File: src/rtl/owb_pkg.sv
package owb_pkg;

    typedef enum logic [1:0] {
        K_RESET = 2'd0,
        K_WRITE = 2'd1,
        K_READ  = 2'd2,
        K_TOUCH = 2'd3
    } owb_kind_e;

    typedef enum logic [1:0] {
        PH_IDLE,
        PH_LOW,
        PH_GAP,
        PH_TAIL
    } owb_phase_e;

    localparam int unsigned US_W         = 10;
    localparam int unsigned MAX_PHASE_US = 500;

    // part of a slot that follows the low phase
    typedef struct packed {
        logic [US_W-1:0] gap_us;
        logic [US_W-1:0] tail_us;
        logic            sample;
    } owb_rest_t;

    typedef struct packed {
        logic [US_W-1:0] low_us;
        owb_rest_t       rest;
    } owb_profile_t;

    function automatic owb_profile_t mk_prof(int unsigned lo, int unsigned ga,
                                             int unsigned ta, logic smp);
        owb_profile_t p;
        p.low_us       = US_W'(lo);
        p.rest.gap_us  = US_W'(ga);
        p.rest.tail_us = US_W'(ta);
        p.rest.sample  = smp;
        return p;
    endfunction

    function automatic owb_profile_t slot_profile(owb_kind_e k, logic b);
        owb_profile_t p;
        case (k)
            K_RESET: p = mk_prof(500, 70, 430, 1'b1);
            K_WRITE: p = b ? mk_prof(6, 64, 0, 1'b0) : mk_prof(60, 10, 0, 1'b0);
            K_READ:  p = mk_prof(6, 9, 55, 1'b1);
            default: p = b ? mk_prof(6, 9, 55, 1'b1) : mk_prof(60, 10, 0, 1'b0);
        endcase
        return p;
    endfunction

endpackage

File: src/rtl/owb_sync2.sv
module owb_sync2 #(
    parameter int unsigned STAGES = 2
) (
    input  logic clk,
    input  logic rst,
    input  logic d,
    output logic q
);
    logic [STAGES-1:0] chain;

    always_ff @(posedge clk) begin
        if (rst) chain <= '1;
        else     chain <= {chain[STAGES-2:0], d};
    end

    assign q = chain[STAGES-1];
endmodule

File: src/rtl/owb_phase_timer.sv
module owb_phase_timer #(
    parameter int unsigned CNT_W = 16
) (
    input  logic             clk,
    input  logic             rst,
    input  logic             load,
    input  logic [CNT_W-1:0] load_val,
    output logic             expired
);
    logic [CNT_W-1:0] cnt;

    always_ff @(posedge clk) begin
        if (rst)             cnt <= '0;
        else if (load)       cnt <= load_val;
        else if (cnt != '0)  cnt <= cnt - 1'b1;
    end

    assign expired = (cnt == '0);
endmodule

File: src/rtl/owb_slot_ctrl.sv
module owb_slot_ctrl
    import owb_pkg::*;
#(
    parameter int unsigned CLK_PER_US = 100,
    parameter int unsigned SCALE_W    = 4,
    parameter int unsigned CNT_W      = 16
) (
    input  logic               clk,
    input  logic               rst,
    input  logic               cmd_valid,
    input  logic [1:0]         cmd_kind,
    input  logic               cmd_bit,
    input  logic [SCALE_W-1:0] scale,
    input  logic               line_sync,
    input  logic               tmr_expired,
    output logic               tmr_load,
    output logic [CNT_W-1:0]   tmr_val,
    output logic               busy,
    output logic               done,
    output logic               result,
    output logic               drive_low
);
    owb_phase_e         phase;
    owb_rest_t          rest_q;
    logic [SCALE_W-1:0] scl_q;
    logic               res_q;
    logic               done_q;

    owb_profile_t       in_prof;
    logic [SCALE_W-1:0] in_scl;
    logic               accept;
    logic [US_W-1:0]    ld_us;
    logic [SCALE_W-1:0] ld_scl;
    logic [31:0]        ld_cyc;

    assign accept  = cmd_valid && (phase == PH_IDLE);
    assign in_prof = slot_profile(owb_kind_e'(cmd_kind), cmd_bit);
    assign in_scl  = (scale == '0) ? SCALE_W'(1) : scale;

    always_comb begin
        tmr_load = 1'b0;
        ld_us    = '0;
        ld_scl   = scl_q;
        case (phase)
            PH_IDLE: if (accept) begin
                tmr_load = 1'b1;
                ld_us    = in_prof.low_us;
                ld_scl   = in_scl;
            end
            PH_LOW: if (tmr_expired) begin
                tmr_load = 1'b1;
                ld_us    = rest_q.gap_us;
            end
            PH_GAP: if (tmr_expired && rest_q.tail_us != '0) begin
                tmr_load = 1'b1;
                ld_us    = rest_q.tail_us;
            end
            default: ;
        endcase
        ld_cyc  = 32'(ld_us) * 32'(ld_scl) * 32'(CLK_PER_US);
        tmr_val = CNT_W'(ld_cyc - 32'd1);
    end

    always_ff @(posedge clk) begin
        if (rst) begin
            phase  <= PH_IDLE;
            rest_q <= '0;
            scl_q  <= SCALE_W'(1);
            res_q  <= 1'b0;
            done_q <= 1'b0;
        end else begin
            done_q <= 1'b0;
            case (phase)
                PH_IDLE: if (accept) begin
                    phase  <= PH_LOW;
                    rest_q <= in_prof.rest;
                    scl_q  <= in_scl;
                    res_q  <= 1'b0;
                end
                PH_LOW: if (tmr_expired) phase <= PH_GAP;
                PH_GAP: if (tmr_expired) begin
                    if (rest_q.sample) res_q <= line_sync;
                    if (rest_q.tail_us != '0) begin
                        phase <= PH_TAIL;
                    end else begin
                        phase  <= PH_IDLE;
                        done_q <= 1'b1;
                    end
                end
                PH_TAIL: if (tmr_expired) begin
                    phase  <= PH_IDLE;
                    done_q <= 1'b1;
                end
                default: phase <= PH_IDLE;
            endcase
        end
    end

    assign busy      = (phase != PH_IDLE);
    assign drive_low = (phase == PH_LOW);
    assign done      = done_q;
    assign result    = res_q;
endmodule

File: src/rtl/owb_slot_engine.sv
module owb_slot_engine
    import owb_pkg::*;
#(
    parameter int unsigned CLK_PER_US = 100,
    parameter int unsigned SCALE_W    = 4
) (
    input  logic               clk,
    input  logic               rst,
    input  logic               cmd_valid,
    input  logic [1:0]         cmd_kind,
    input  logic               cmd_bit,
    input  logic [SCALE_W-1:0] scale,
    output logic               busy,
    output logic               done,
    output logic               result,
    output logic               bus_drive_low,
    input  logic               bus_in
);
    localparam int unsigned MAX_CYC = MAX_PHASE_US * ((2 ** SCALE_W) - 1) * CLK_PER_US;
    localparam int unsigned CNT_W   = $clog2(MAX_CYC + 1);

    logic             line_sync;
    logic             tmr_load;
    logic [CNT_W-1:0] tmr_val;
    logic             tmr_expired;

    owb_sync2 #(.STAGES(2)) u_sync (
        .clk (clk),
        .rst (rst),
        .d   (bus_in),
        .q   (line_sync)
    );

    owb_phase_timer #(.CNT_W(CNT_W)) u_timer (
        .clk      (clk),
        .rst      (rst),
        .load     (tmr_load),
        .load_val (tmr_val),
        .expired  (tmr_expired)
    );

    owb_slot_ctrl #(
        .CLK_PER_US (CLK_PER_US),
        .SCALE_W    (SCALE_W),
        .CNT_W      (CNT_W)
    ) u_ctrl (
        .clk         (clk),
        .rst         (rst),
        .cmd_valid   (cmd_valid),
        .cmd_kind    (cmd_kind),
        .cmd_bit     (cmd_bit),
        .scale       (scale),
        .line_sync   (line_sync),
        .tmr_expired (tmr_expired),
        .tmr_load    (tmr_load),
        .tmr_val     (tmr_val),
        .busy        (busy),
        .done        (done),
        .result      (result),
        .drive_low   (bus_drive_low)
    );
endmodule

File: config.mk
export PLATFORM = sky130hd
export DESIGN_NAME = owb_slot_engine
export DESIGN_NICKNAME = d
export VERILOG_FILES = /design/src/rtl/owb_pkg.sv /design/src/rtl/owb_sync2.sv /design/src/rtl/owb_phase_timer.sv /design/src/rtl/owb_slot_ctrl.sv /design/src/rtl/owb_slot_engine.sv
export SDC_FILE = /design/constraint.sdc
export NUM_CORES = 1
export LEC_CHECK = 0
export CORE_MARGIN = 2
export CORE_UTILIZATION = 47
export DETAILED_ROUTE_END_ITERATION = 10
export PLACE_DENSITY = 0.66
export SLEW_MARGIN = 20
export SYNTH_ARGS = -nofsm -noshare
export SYNTH_HDL_FRONTEND = slang
export SYNTH_SLANG_ARGS = --single-unit
export TNS_END_PERCENT = 30
File: constraint.sdc
create_clock -name clk -period 9.35 [get_ports clk]
set_clock_uncertainty 0.05 [all_clocks]
set_input_delay 1.87 -clock clk [delete_from_list [all_inputs] [get_ports clk]]
set_output_delay 1.87 -clock clk [all_outputs]
set_load 0.01 [all_outputs]
# ---- Word level (Yosys, flattened, before mapping)
# Cells that the tools add are included.
dict set report totals {
  reg_bits 51
  wordCells 66
  input_bits 11
}
dict set report classes {
  n_addsub 2
  reduce_logical 14
  mul 2
  mux 29
  eq_ne 10
}
# operator n
set ops {}
lappend ops {{one-hot mux 31 bit (3 select lines)} 1}
lappend ops {{two-way mux 27 bit} 2}
lappend ops {{two-way mux 20 bit} 2}
lappend ops {{subtractor 20 x 1 -> 20 bit, second input constant} 2}
lappend ops {{two-way mux 10 bit} 3}
lappend ops {{one-hot mux 10 bit (3 select lines)} 1}
lappend ops {{logical NOT 20 bit} 1}
lappend ops {{nonzero test 20 bit} 1}
lappend ops {{multiplier 14 x 5 -> 18 bit, second input constant} 1}
lappend ops {{multiplier 10 x 4 -> 14 bit} 1}
lappend ops {{two-way mux 4 bit} 3}
lappend ops {{two-way mux 2 bit} 5}
lappend ops {{inequality test 2 x 1 -> 1 bit, second input constant} 5}
lappend ops {{nonzero test 10 bit} 1}
lappend ops {{two-way mux 1 bit} 8}
lappend ops {{one-hot mux 2 bit (4 select lines)} 1}
lappend ops {{AND reduction 4 bit} 2}
lappend ops {{== test 2 bit, second input constant} 3}
lappend ops {{nonzero test 2 bit} 3}
lappend ops {{== test 2 x 1 -> 1 bit, second input constant} 2}
lappend ops {{logical NOT 2 bit} 2}
lappend ops {{logical NOT 4 bit} 1}
lappend ops {{one-hot mux 1 bit (2 select lines)} 2}
lappend ops {{one-hot mux 1 bit (3 select lines)} 1}
lappend ops {{2 further kinds} 3}

# ---- Longest topological paths before layout
# Gate-level depths: netlist of run 1.
dict set report depth {
  ltp_word 8
  depth_mapped 35
  ltp_nobuf 34
}

# ---- By module
# A second synthesis of run 1 with hierarchy kept.
dict set report hier_totals {
  cells_unflattened 577
  area_unflattened_um2 4608.2
}
# mod area_each_um2 n_inst cells_each
set modules_own_cells {}
lappend modules_own_cells {owb_slot_ctrl 3474.6 1 451}
lappend modules_own_cells {owb_phase_timer 1081.0 1 122}
lappend modules_own_cells {owb_sync2 52.6 1 4}

# ---- Worst setup path before layout of run 1
# OpenSTA, ideal clock, no wires.
dict set report synth_path {
  kind {input-to-reg}
  from {in cmd_valid}
  to {reg u_timer.cnt[18]}
  n_path_buf 2
  stages 30
  setup_slack_ns 0.256
  t_arrival_ns 8.929
  cell_sequence {nor3b_1 clkbuf_1 mux2i_1 or3_1 fa_1 inv_1 fa_1 inv_1 fa_1 nor2b_1 o21ai_0 a21boi_0 o21ai_0 nand2b_1 a21oi_1 o21bai_1 mux2i_1 a2111oi_0 fa_1 inv_1 ha_1 clkbuf_1 a21oi_1 o21ai_0 o41ai_2 xnor2_1 nor3b_1 nand2_1 or3_1 and3_1}
}
dict set report synth_between {
  elab_chain_cells 7
  elab_cells_between_ends 12
  classes_between {add/sub: 1; mul: 2; mux: 7; reduce/logical: 2}
}
# item line_no
set synth_lines {}
lappend synth_lines {{from (decl)} owb_slot_engine.sv:9} ;# input logic cmd_valid,
lappend synth_lines {{logical AND 1 bit (*)} owb_slot_ctrl.sv:36} ;# assign accept = cmd_valid && (phase == PH_IDLE);
lappend synth_lines {{two-way mux 10 bit / two-way mux 4 bit (equally long branches)} owb_slot_ctrl.sv:45} ;# PH_IDLE: if (accept) begin
lappend synth_lines {{one-hot mux 10 bit (3 select lines) / two-way mux 4 bit (equally long branches)} n/a}
lappend synth_lines {{multiplier 10 x 4 -> 14 bit} owb_slot_ctrl.sv:60} ;# ld_cyc = 32'(ld_us) * 32'(ld_scl) * 32'(CLK_PER_US);
lappend synth_lines {{multiplier 14 x 5 -> 18 bit} owb_slot_ctrl.sv:60}
lappend synth_lines {{subtractor 20 x 1 -> 20 bit} owb_slot_ctrl.sv:61} ;# tmr_val = CNT_W'(ld_cyc - 32'd1);
lappend synth_lines {{two-way mux 20 bit} owb_phase_timer.sv:14} ;# else if (load) cnt <= load_val;
lappend synth_lines {{to (signal assigned)} owb_phase_timer.sv:14}
lappend synth_lines {{to (signal assigned)} owb_phase_timer.sv:15} ;# else if (cnt != '0) cnt <= cnt - 1'b1;
lappend synth_lines {{to (decl)} owb_phase_timer.sv:10} ;# logic [CNT_W-1:0] cnt;
# Every way passes the cells marked *; elsewhere a longest branch is shown, timed or not.
# A chain may end at the register's enable or synchronous reset.

# ---- Worst setup path after layout of run 1
# Same ends and word-level chain as after synthesis.

==> results of run 1 <==
cell families (layout without fill, tap and decap cells):
kind of cell	after synthesis	in the layout	share of synthesized area, %
multiplexers	8	8	1.77
AND/OR/NAND/NOR	186	186	21.2
XOR/XNOR	55	55	10.7
adder cells (fa/ha/maj)	89	89	28.5
AO/OA/AOI/OAI	96	96	14.5
buffers and inverters	87	115	7.37
flip-flops	36	36	16.0
per-layer routing:
layer	vias to the layer above	routed length, um
met3	10	203
met5	-	0
li1	1933	-
met2	29	4400
met1	1755	4530
met4	0	127
report_power, final:
group          internal, W  total (W)  switching, W
Sequential        0.000178   0.000205     0.0000270
Clock            0.0000519   0.000109     0.0000574
Combinational     0.000205   0.000470      0.000265
state kept, by name, indices dropped and copies added (netlist names):
name and count:
u_ctrl.phase 2, u_ctrl.result 1, u_sync.chain 2, u_ctrl.scl_q 4, u_timer.cnt 20, u_ctrl.done 1
u_ctrl.rest_q 6
cells in the mapped netlist (all sizes together) (11+ instances only):
| library cell | n |
|---|---|
| o21ai | 16 |
| nor3 | 17 |
| nand3 | 16 |
| nand2b | 11 |
| dfxtp | 36 |
| xnor2 | 32 |
| inv | 71 |
| a21oi | 33 |
| fa | 23 |
| nand2 | 25 |
| xor2 | 23 |
| ha | 66 |
| nor2 | 75 |
final cells by class:
class | instances | area [um2] | area share, %
Clock buffer | 5 | 68.8 | 1.36
Clock inverter | 3 | 18.8 | 0.370
Inverter | 71 | 267 | 5.26
Multi-Input combinational cell | 434 | 3530 | 69.5
Sequential cell | 36 | 721 | 14.2
Tap cell | 129 | 161 | 3.18
Timing Repair Buffer | 36 | 309 | 6.09
worst max-delay path: cells and delay by family:
| family | cells | cell delay, ps |
|---|---|---|
| AOI/OAI and AO/OA | 6 | 1100 |
| and+or+nand+nor | 8 | 1660 |
| adders and majority gates | 7 | 2950 |
| muxes | 1 | 100 |
| xor gates and xnor gates | 2 | 350 |
| buffers and inverters | 7 | 1020 |
path summary, 6_finish.rpt:
check                                            startpoint                           end  slack (ps)
worst max-delay path                              cmd_valid  u_timer.cnt[18]$_SDFFE_PP0P_         420
worst min-delay path             u_sync.chain[0]$_SDFF_PP1_    u_sync.chain[1]$_SDFF_PP1_         370
worst max register to register  u_timer.cnt[0]$_SDFFE_PP0P_  u_timer.cnt[18]$_SDFFE_PP0P_        1010
worst min register to register   u_sync.chain[0]$_SDFF_PP1_    u_sync.chain[1]$_SDFF_PP1_         370
what timing repair did:
action,4_1_cts,5_1_grt
buffers inserted,0,3
endpoints found under the setup margin,0,4
gates resized for setup,0,13
per-stage QoR:
stage | setup slack, ps | hold WS (ps) | instance area [um2] | utilization (%)
global placement | 81.0 | 343 | 4900 | 52.8
global route | -3.74 | 399 | 5070 | 54.6
floorplan | 256 | 339 | 4520 | -
detailed placement | -61.7 | 353 | 4900 | 52.8
finish | 424 | 369 | 5070 | 54.6
CTS | 187 | 375 | 4990 | 53.7
==> impl_metrics.env, run 1 <==
export IMPL_critical_path_arrival_ps=9050
export IMPL_synth_ff_type="dfxtp_1"
export IMPL_cts_htree_levels=2
export IMPL_slew_headroom_pct=30.6
export IMPL_grt_pass1_wl_um=16500
export IMPL_fin_cells=714
export IMPL_num_io_pins=15
export IMPL_grt_busiest_layer="met2"
export IMPL_syn2layout_area_growth_pct=12.3
export IMPL_async_flop_share_pct=0
export IMPL_netlist_area_mm2=0.00452
export IMPL_grt_remaining_overflow=0
export IMPL_dr_total_vias=3727
export IMPL_cts_buffers=5
export IMPL_tns_ps=0
export IMPL_syn_area_per_cell_um2=8.11
export IMPL_power_total_w=0.000784
export IMPL_grt_pass1_vias=3819
export IMPL_slew_violations=0
export IMPL_cts_clk_slew_worst_paths_ps=70
export IMPL_gp_congestion=0.906
export IMPL_io_buffers=14
export IMPL_cts_root_buf="clkbuf_8"
export IMPL_wl_per_cell_um=13.0
export IMPL_met3_usage_pct=1.30
export IMPL_hold_viol_final=0
export IMPL_cap_violations=0
export IMPL_critPathKind="input pin to register"
export IMPL_initial_core_util_pct=48.7
export IMPL_grt_total_usage_pct=19.3
export IMPL_hold_buffers=0
export IMPL_post_route_period_util_pct=95.5
export IMPL_dieWidth_um=102
export IMPL_cts_sinks=36
export IMPL_antenna_found_initial=0
export IMPL_die_y_um=102
export IMPL_use_met2_pct=34.8
export IMPL_final_cell_mix="nor2_1 (74), inv_1 (71), ha_1 (66)"
export IMPL_min_period_ps=8930
export IMPL_max_freq_mhz=112
export IMPL_worstPathMaxFanout=7
export IMPL_postSynthCellCount=557
export IMPL_cts_tree="built"
export IMPL_cts_buffer_depth=2
export IMPL_rr_worst_depth=35
export IMPL_detail_route_antenna_nets=0
export IMPL_synth_edf_count=0
export IMPL_synth_seq_cells=36
export IMPL_met1_usage_pct=25.3
export IMPL_place_inst=703
export IMPL_holdPathStages=1
export IMPL_layout_commonest_cell="nor2_1"
export IMPL_drt_iter0_markers=138
export IMPL_run_status="complete, no violations"
export IMPL_synthTopCellsByArea="ha_1 (18%), dfxtp_1 (16%), fa_1 (10%)"
export IMPL_worstMarginPinSlew_ps=1040
export IMPL_synth_area_leader_cell="ha_1"
export IMPL_powerDensity_mw_per_mm2=155
export IMPL_synth_nets=657
export IMPL_yosys_warnings=0
export IMPL_remaining_drc_errors=0
export IMPL_vias_per_cell=5.22
export IMPL_dpl_hpwl_um=7580
export IMPL_drt_pass1_iterations=4
export IMPL_setup_violations=0
export IMPL_antenna_cells=0
export IMPL_yosys_area_top_type_share_pct=18.3
export IMPL_final_nets=684
export IMPL_synth_distinct_cells=58
export IMPL_leakagePower_nw=2.39
export IMPL_cp_start_kind="input pin"
export IMPL_dieArea_mm2=0.0104
export IMPL_fp_coreArea_mm2=0.00928
export IMPL_slowest_delay_ps=550
export IMPL_drt_total_wl_um=9260
export IMPL_critical_path_endpoint_type="register"
export IMPL_critPathSlowestCell="fa_1"
export IMPL_nFillCells=922
export IMPL_clk_latency_ps=290
export IMPL_required_ps=9480
export IMPL_synth_seq_area_share_pct=16.0
export IMPL_drive_above_1_share_pct=10.6
export IMPL_worstHoldPathType="register to register"
export IMPL_grt_max_degree=31
export IMPL_fp_row_count=35
export IMPL_ir_drop_uv=77.3
No activity file was read; power rests on OpenSTA's default activity.
==> run 2, diff against run 1 <==
clock period = 7.68 ns   (was 9.35 ns; I/O delays follow)
==> impl_metrics.env, run 2 (same netlist as run 1, synthesis figures left out) <==
export IMPL_timing_hold_ws_ps=379
export IMPL_leakagePower_nw=2.91
export IMPL_drt_total_wl_um=11200
export IMPL_max_freq_mhz=129
export IMPL_slowest_delay_ps=500
export IMPL_num_io_pins=15
export IMPL_gp_congestion=0.818
export IMPL_detail_route_antenna_nets=0
export IMPL_remaining_drc_errors=0
export IMPL_dieArea_mm2=0.0104
export IMPL_antenna_cells=0
export IMPL_final_nets=781
export IMPL_critPathSlowestCell="fa_1"
export IMPL_cp_start_kind="input pin"
export IMPL_powerDensity_mw_per_mm2=197
export IMPL_cellInternalPower_w=0.000693
export IMPL_swShare_pct=42.8
export IMPL_worstMarginPinSlew_ps=760
export IMPL_run_status="complete, but fails checks"
export IMPL_cts_clk_slew_worst_paths_ps=80
export IMPL_wl_per_cell_um=13.8
export IMPL_cts_htree_levels=2
export IMPL_final_cell_mix="buf_4 (117), nor2_1 (71), inv_1 (68)"
export IMPL_critPathKind="input pin to register"
export IMPL_layout_commonest_cell="buf_4"
export IMPL_cts_root_buf="clkbuf_8"
export IMPL_cts_buffer_depth=2
export IMPL_slew_headroom_pct=49.2
export IMPL_dp_slack_ps=-987
export IMPL_hold_buffers=0
export IMPL_cts_buffers=5
export IMPL_worstPathMaxFanout=4
export IMPL_worstHoldPathType="register to register"
export IMPL_dpl_hpwl_um=8870
export IMPL_fp_coreArea_mm2=0.00928
export IMPL_fp_row_count=35
export IMPL_power_total_w=0.00121
export IMPL_vias_per_cell=5.19
export IMPL_seqPwrFrac_pct=20.5
export IMPL_cap_violations=0
export IMPL_min_period_ps=7740
export IMPL_critPathTopFamily="adder cells"
export IMPL_switchingPower_w=0.000519
export IMPL_place_inst=795
export IMPL_grt_remaining_overflow=0
export IMPL_post_route_period_util_pct=101
export IMPL_critical_path_endpoint_type="register"
export IMPL_ir_drop_uv=97.2
export IMPL_placed_area_mm2=0.00570
export IMPL_setup_violations=3
export IMPL_regMostFlops="u_timer.cnt"
export IMPL_die_y_um=102
export IMPL_setup_ws_ps=-55.4
export IMPL_clk_latency_ps=290
export IMPL_io_buffers=14
export IMPL_cts_sinks=36
export IMPL_required_ps=7820
export IMPL_drt_pass1_iterations=4
export IMPL_grt_pass1_vias=4360
export IMPL_drive_above_1_share_pct=29.3
export IMPL_hold_viol_final=0
export IMPL_cts_tree="built"
export IMPL_initial_core_util_pct=48.7
export IMPL_slew_violations=0
export IMPL_largest_register_ff_count=20
export IMPL_cp_num_buf_inv=6
export IMPL_grt_total_usage_pct=22.5
export IMPL_violations="negative setup slack"
export IMPL_fin_cells=811
export IMPL_rsz0062_at_grt="true"
export IMPL_top_regs="u_timer.cnt (20), u_ctrl.rest_q (6), u_ctrl.scl_q (4)"
export IMPL_drt_iter0_markers=161
export IMPL_pwr_share_clk_pct=11.4
export IMPL_grt_pass1_wl_um=19000
export IMPL_dieWidth_um=102
export IMPL_antenna_found_initial=0
export IMPL_grt_max_degree=31
export IMPL_power_frac_comb_pct=68.0
export IMPL_syn2layout_area_growth_pct=36.1
export IMPL_finalInstanceArea_mm2=0.00615
export IMPL_critical_path_arrival_ps=7880
export IMPL_dr_total_vias=4213
==> run 2: area by class of cell <==
| cell class | instances | area [um2] |
|---|---|---|
| timing repair buffer | 133 | 1050 |
| fill | 788 | 3140 |
| clock buffer | 5 | 68.8 |
| clock inverter | 3 | 18.8 |
| multi-input combinational | 434 | 3860 |
| sequential | 36 | 721 |
| tap | 129 | 161 |
| inverter | 71 | 267 |
==> run 2: path summary, 6_finish.rpt <==
check	startpoint	to	slack, ps	depth (start not counted)
worst max register to register	u_timer.cnt[0]$_SDFFE_PP0P_	u_timer.cnt[18]$_SDFFE_PP0P_	200	32
worst min register to register	u_sync.chain[0]$_SDFF_PP1_	u_sync.chain[1]$_SDFF_PP1_	380	1
worst min-delay path	u_sync.chain[0]$_SDFF_PP1_	u_sync.chain[1]$_SDFF_PP1_	380	1
worst max-delay path	cmd_valid	u_timer.cnt[18]$_SDFFE_PP0P_	-60	29
==> run 2: layer usage <==
layer  vias up  global-route usage [%]  share of wire [%]
met2        60                    41.3                 50
li1       2123                       -                  -
met5         -                       0                  0
met1      2011                    27.5                 45
met3        19                    1.98                2.2
met4         0                    7.69                2.5
==> run 2: power by group through the flow <==
stage,sequential (W),clock [W],combinational (W)
3_5_place_dp,0.000252,0,0.000741
2_1_floorplan,0.000246,0,0.000465
5_1_grt,0.000253,0.000149,0.000916
3_3_place_gp,0.000251,0,0.000720
6_report,0.000249,0.000139,0.000825
4_1_cts,0.000248,0.000143,0.000777
==> run 2: worst reg2reg max path: cells and delay by family (launching register included) <==
kind	cells	cell delay (ps)
fa+ha+maj	8	2840
simple gates	8	1790
xor+xnor	2	310
flops	1	320
compound gates	9	1660
buf+inv	5	400
==> run 2: repair_timing <==
| item | 4_1_cts | 5_1_grt |
|---|---|---|
| pin swaps | 20 | 24 |
| endpoints found under the setup margin | 9 | 9 |
| resized for setup | 20 | 37 |
| buffers inserted | 7 | 2 |
==> run 2: through the flow <==
stage,setup TNS (ps),utilization [%]
5_1_grt,-1760,66.2
2_1_floorplan,-236,-
3_5_place_dp,-6930,61.4
3_3_place_gp,-5650,61.4
6_report,-73.9,66.2
4_1_cts,-1260,64.1
==> run 3, diff against run 2 <==
ABC_CLOCK_PERIOD_IN_PS = 7680   (was unset)
CORE_MARGIN = 10   (was 2)
==> impl_metrics.env, run 3 (same netlist as run 1, synthesis figures left out) <==
export IMPL_path_depth=32
export IMPL_run_status="complete, but fails checks"
export IMPL_grt_pass1_vias=4394
export IMPL_grt_max_degree=31
export IMPL_slowest_delay_ps=580
export IMPL_ff2ff_setup_slack_ps=-20
export IMPL_die_y_um=118
export IMPL_setup_violations=6
export IMPL_critical_path_arrival_ps=8060
export IMPL_cts_sinks=36
export IMPL_detail_route_antenna_nets=0
export IMPL_layout_commonest_cell="buf_4"
export IMPL_cts_tree="built"
export IMPL_regMostFlops="u_timer.cnt"
export IMPL_powerDensity_mw_per_mm2=195
export IMPL_cp_num_buf_inv=7
export IMPL_cp_start_kind="input pin"
export IMPL_remaining_drc_errors=0
export IMPL_antenna_cells=0
export IMPL_dieWidth_um=118
export IMPL_crit_path_end="u_timer.cnt[18]$_SDFFE_PP0P_"
export IMPL_ir_drop_uv=94.5
export IMPL_cts_buffers=5
export IMPL_nFillCells=813
export IMPL_fin_util_pct=65.4
export IMPL_critPathSlowestCell="fa_1"
export IMPL_initial_core_util_pct=48.7
export IMPL_cp_startpoint="cmd_valid"
export IMPL_grt_pass1_wl_um=19500
export IMPL_rsz0062_at_grt="true"
export IMPL_wl_per_cell_um=13.5
export IMPL_cts_root_buf="clkbuf_8"
export IMPL_fin_cells=806
export IMPL_dieArea_mm2=0.0139
export IMPL_worstHoldPathType="register to register"
export IMPL_drt_iter0_markers=263
export IMPL_antenna_found_initial=0
export IMPL_top_regs="u_timer.cnt (20), u_ctrl.rest_q (6), u_ctrl.scl_q (4)"
export IMPL_worstPathMaxFanout=5
export IMPL_final_seq_area_um2=721
export IMPL_grt_remaining_overflow=0
export IMPL_critPathKind="input pin to register"
export IMPL_io_buffers=14
export IMPL_num_io_pins=15
export IMPL_grt_total_usage_pct=16.0
export IMPL_drt_pass1_iterations=4
export IMPL_dr_total_vias=4163
export IMPL_largest_register_ff_count=20
export IMPL_violations="negative setup slack"
export IMPL_drt_total_wl_um=10900
export IMPL_critical_path_endpoint_type="register"
export IMPL_setup_ws_ps=-239
export IMPL_critPathTopFamily="adder cells"
export IMPL_worst_r2r_endpoint="u_timer.cnt[18]$_SDFFE_PP0P_"
export IMPL_gp_congestion=0.846
export IMPL_final_cell_mix="buf_4 (109), nor2_1 (71), inv_1 (69)"
export IMPL_required_ps=7820
export IMPL_vias_per_cell=5.17
export IMPL_syn2layout_area_growth_pct=34.5
export IMPL_fp_row_count=35
export IMPL_cap_violations=0
export IMPL_drive_above_1_share_pct=28.1
export IMPL_cts_clk_slew_worst_paths_ps=80
export IMPL_slew_violations=0
export IMPL_max_freq_mhz=126
export IMPL_clk_latency_ps=290
export IMPL_cts_htree_levels=2
export IMPL_cts_buffer_depth=2
export IMPL_crit_top_cell="fa_1"
export IMPL_place_inst=790
export IMPL_post_route_period_util_pct=103
export IMPL_final_nets=776
export IMPL_dpl_hpwl_um=8780
export IMPL_slew_headroom_pct=49.9
export IMPL_min_period_ps=7920
export IMPL_power_total_w=0.00118
export IMPL_multi_input_area_mm2=0.00379
export IMPL_tns_ps=-571
export IMPL_leakagePower_nw=2.90
export IMPL_hold_viol_final=0
export IMPL_fp_coreArea_mm2=0.00928
export IMPL_worstMarginPinSlew_ps=748
export IMPL_rr_worst_depth=34
export IMPL_worstReg2RegStart="u_timer.cnt[11]$_SDFFE_PP0P_"
-- run 3: routing by layer --
metal | global-route usage, % | share of wire [%]
met4 | 4.64 | 1.5
met1 | 18.8 | 44
met2 | 29.7 | 52
met5 | 0 | 0
met3 | 1.49 | 2.5
-- run 3: through the flow --
| stage | hold WS, ps | worst slack, ps | instance area, um2 |
|---|---|---|---|
| after CTS | 379 | -167 | 5930 |
| after floorplan | 339 | -149 | 4640 |
| final | 379 | -239 | 6080 |
| after global routing | 392 | -514 | 6080 |
| after global placement | 359 | -814 | 5670 |
| after detailed placement | 356 | -1000 | 5670 |
-- run 3: power by group --
group / total [W] / switching (W) / internal (W) / leakage (nW)
registers: 0.000249 / 0.0000326 / 0.000216 / 0.297
logic: 0.000790 / 0.000392 / 0.000399 / 2.55
clock network: 0.000145 / 0.0000724 / 0.0000730 / 0.0445
-- run 3: worst min path at each step --
stage,from,endpoint,slack [ps],cells past startpoint
3_5_place_dp,u_sync.chain[0]$_SDFF_PP1_,u_sync.chain[1]$_SDFF_PP1_,360,1
2_1_floorplan,u_sync.chain[0]$_SDFF_PP1_,u_sync.chain[1]$_SDFF_PP1_,340,1
6_report,u_sync.chain[0]$_SDFF_PP1_,u_sync.chain[1]$_SDFF_PP1_,380,1
4_1_cts,u_sync.chain[0]$_SDFF_PP1_,u_sync.chain[1]$_SDFF_PP1_,380,1
3_3_place_gp,u_sync.chain[0]$_SDFF_PP1_,u_sync.chain[1]$_SDFF_PP1_,360,1
5_1_grt,u_sync.chain[0]$_SDFF_PP1_,u_sync.chain[1]$_SDFF_PP1_,390,1
-- run 3: final cells by class --
type	count	share of cell area, %
clock inverter	1	0.124
multi-input combinational	434	62.5
tap	129	2.66
sequential	36	11.9
timing repair buffer	128	17.1
clock buffer	7	1.42
inverter	71	4.39
-- run 3: what timing repair did --
| action | 4_1_cts | 5_1_grt |
|---|---|---|
| pin swaps | 19 | 12 |
| gates resized for setup | 27 | 21 |
| endpoints found under the setup margin | 9 | 9 |
| hold buffers | 0 | 0 |
| hold endpoints to repair | 0 | 0 |
| buffers inserted | 7 | 3 |
-- run 3: worst reg2reg max path: cells and delay by family (launching register included) --
kind | cells | cell delay [ps]
DFF | 1 | 350
muxes | 1 | 230
AOI/OAI and AO/OA | 11 | 1610
adders and majority gates | 5 | 2280
xor gates and xnor gates | 1 | 190
and+or+nand+nor | 11 | 2400
buffers and inverters | 5 | 490
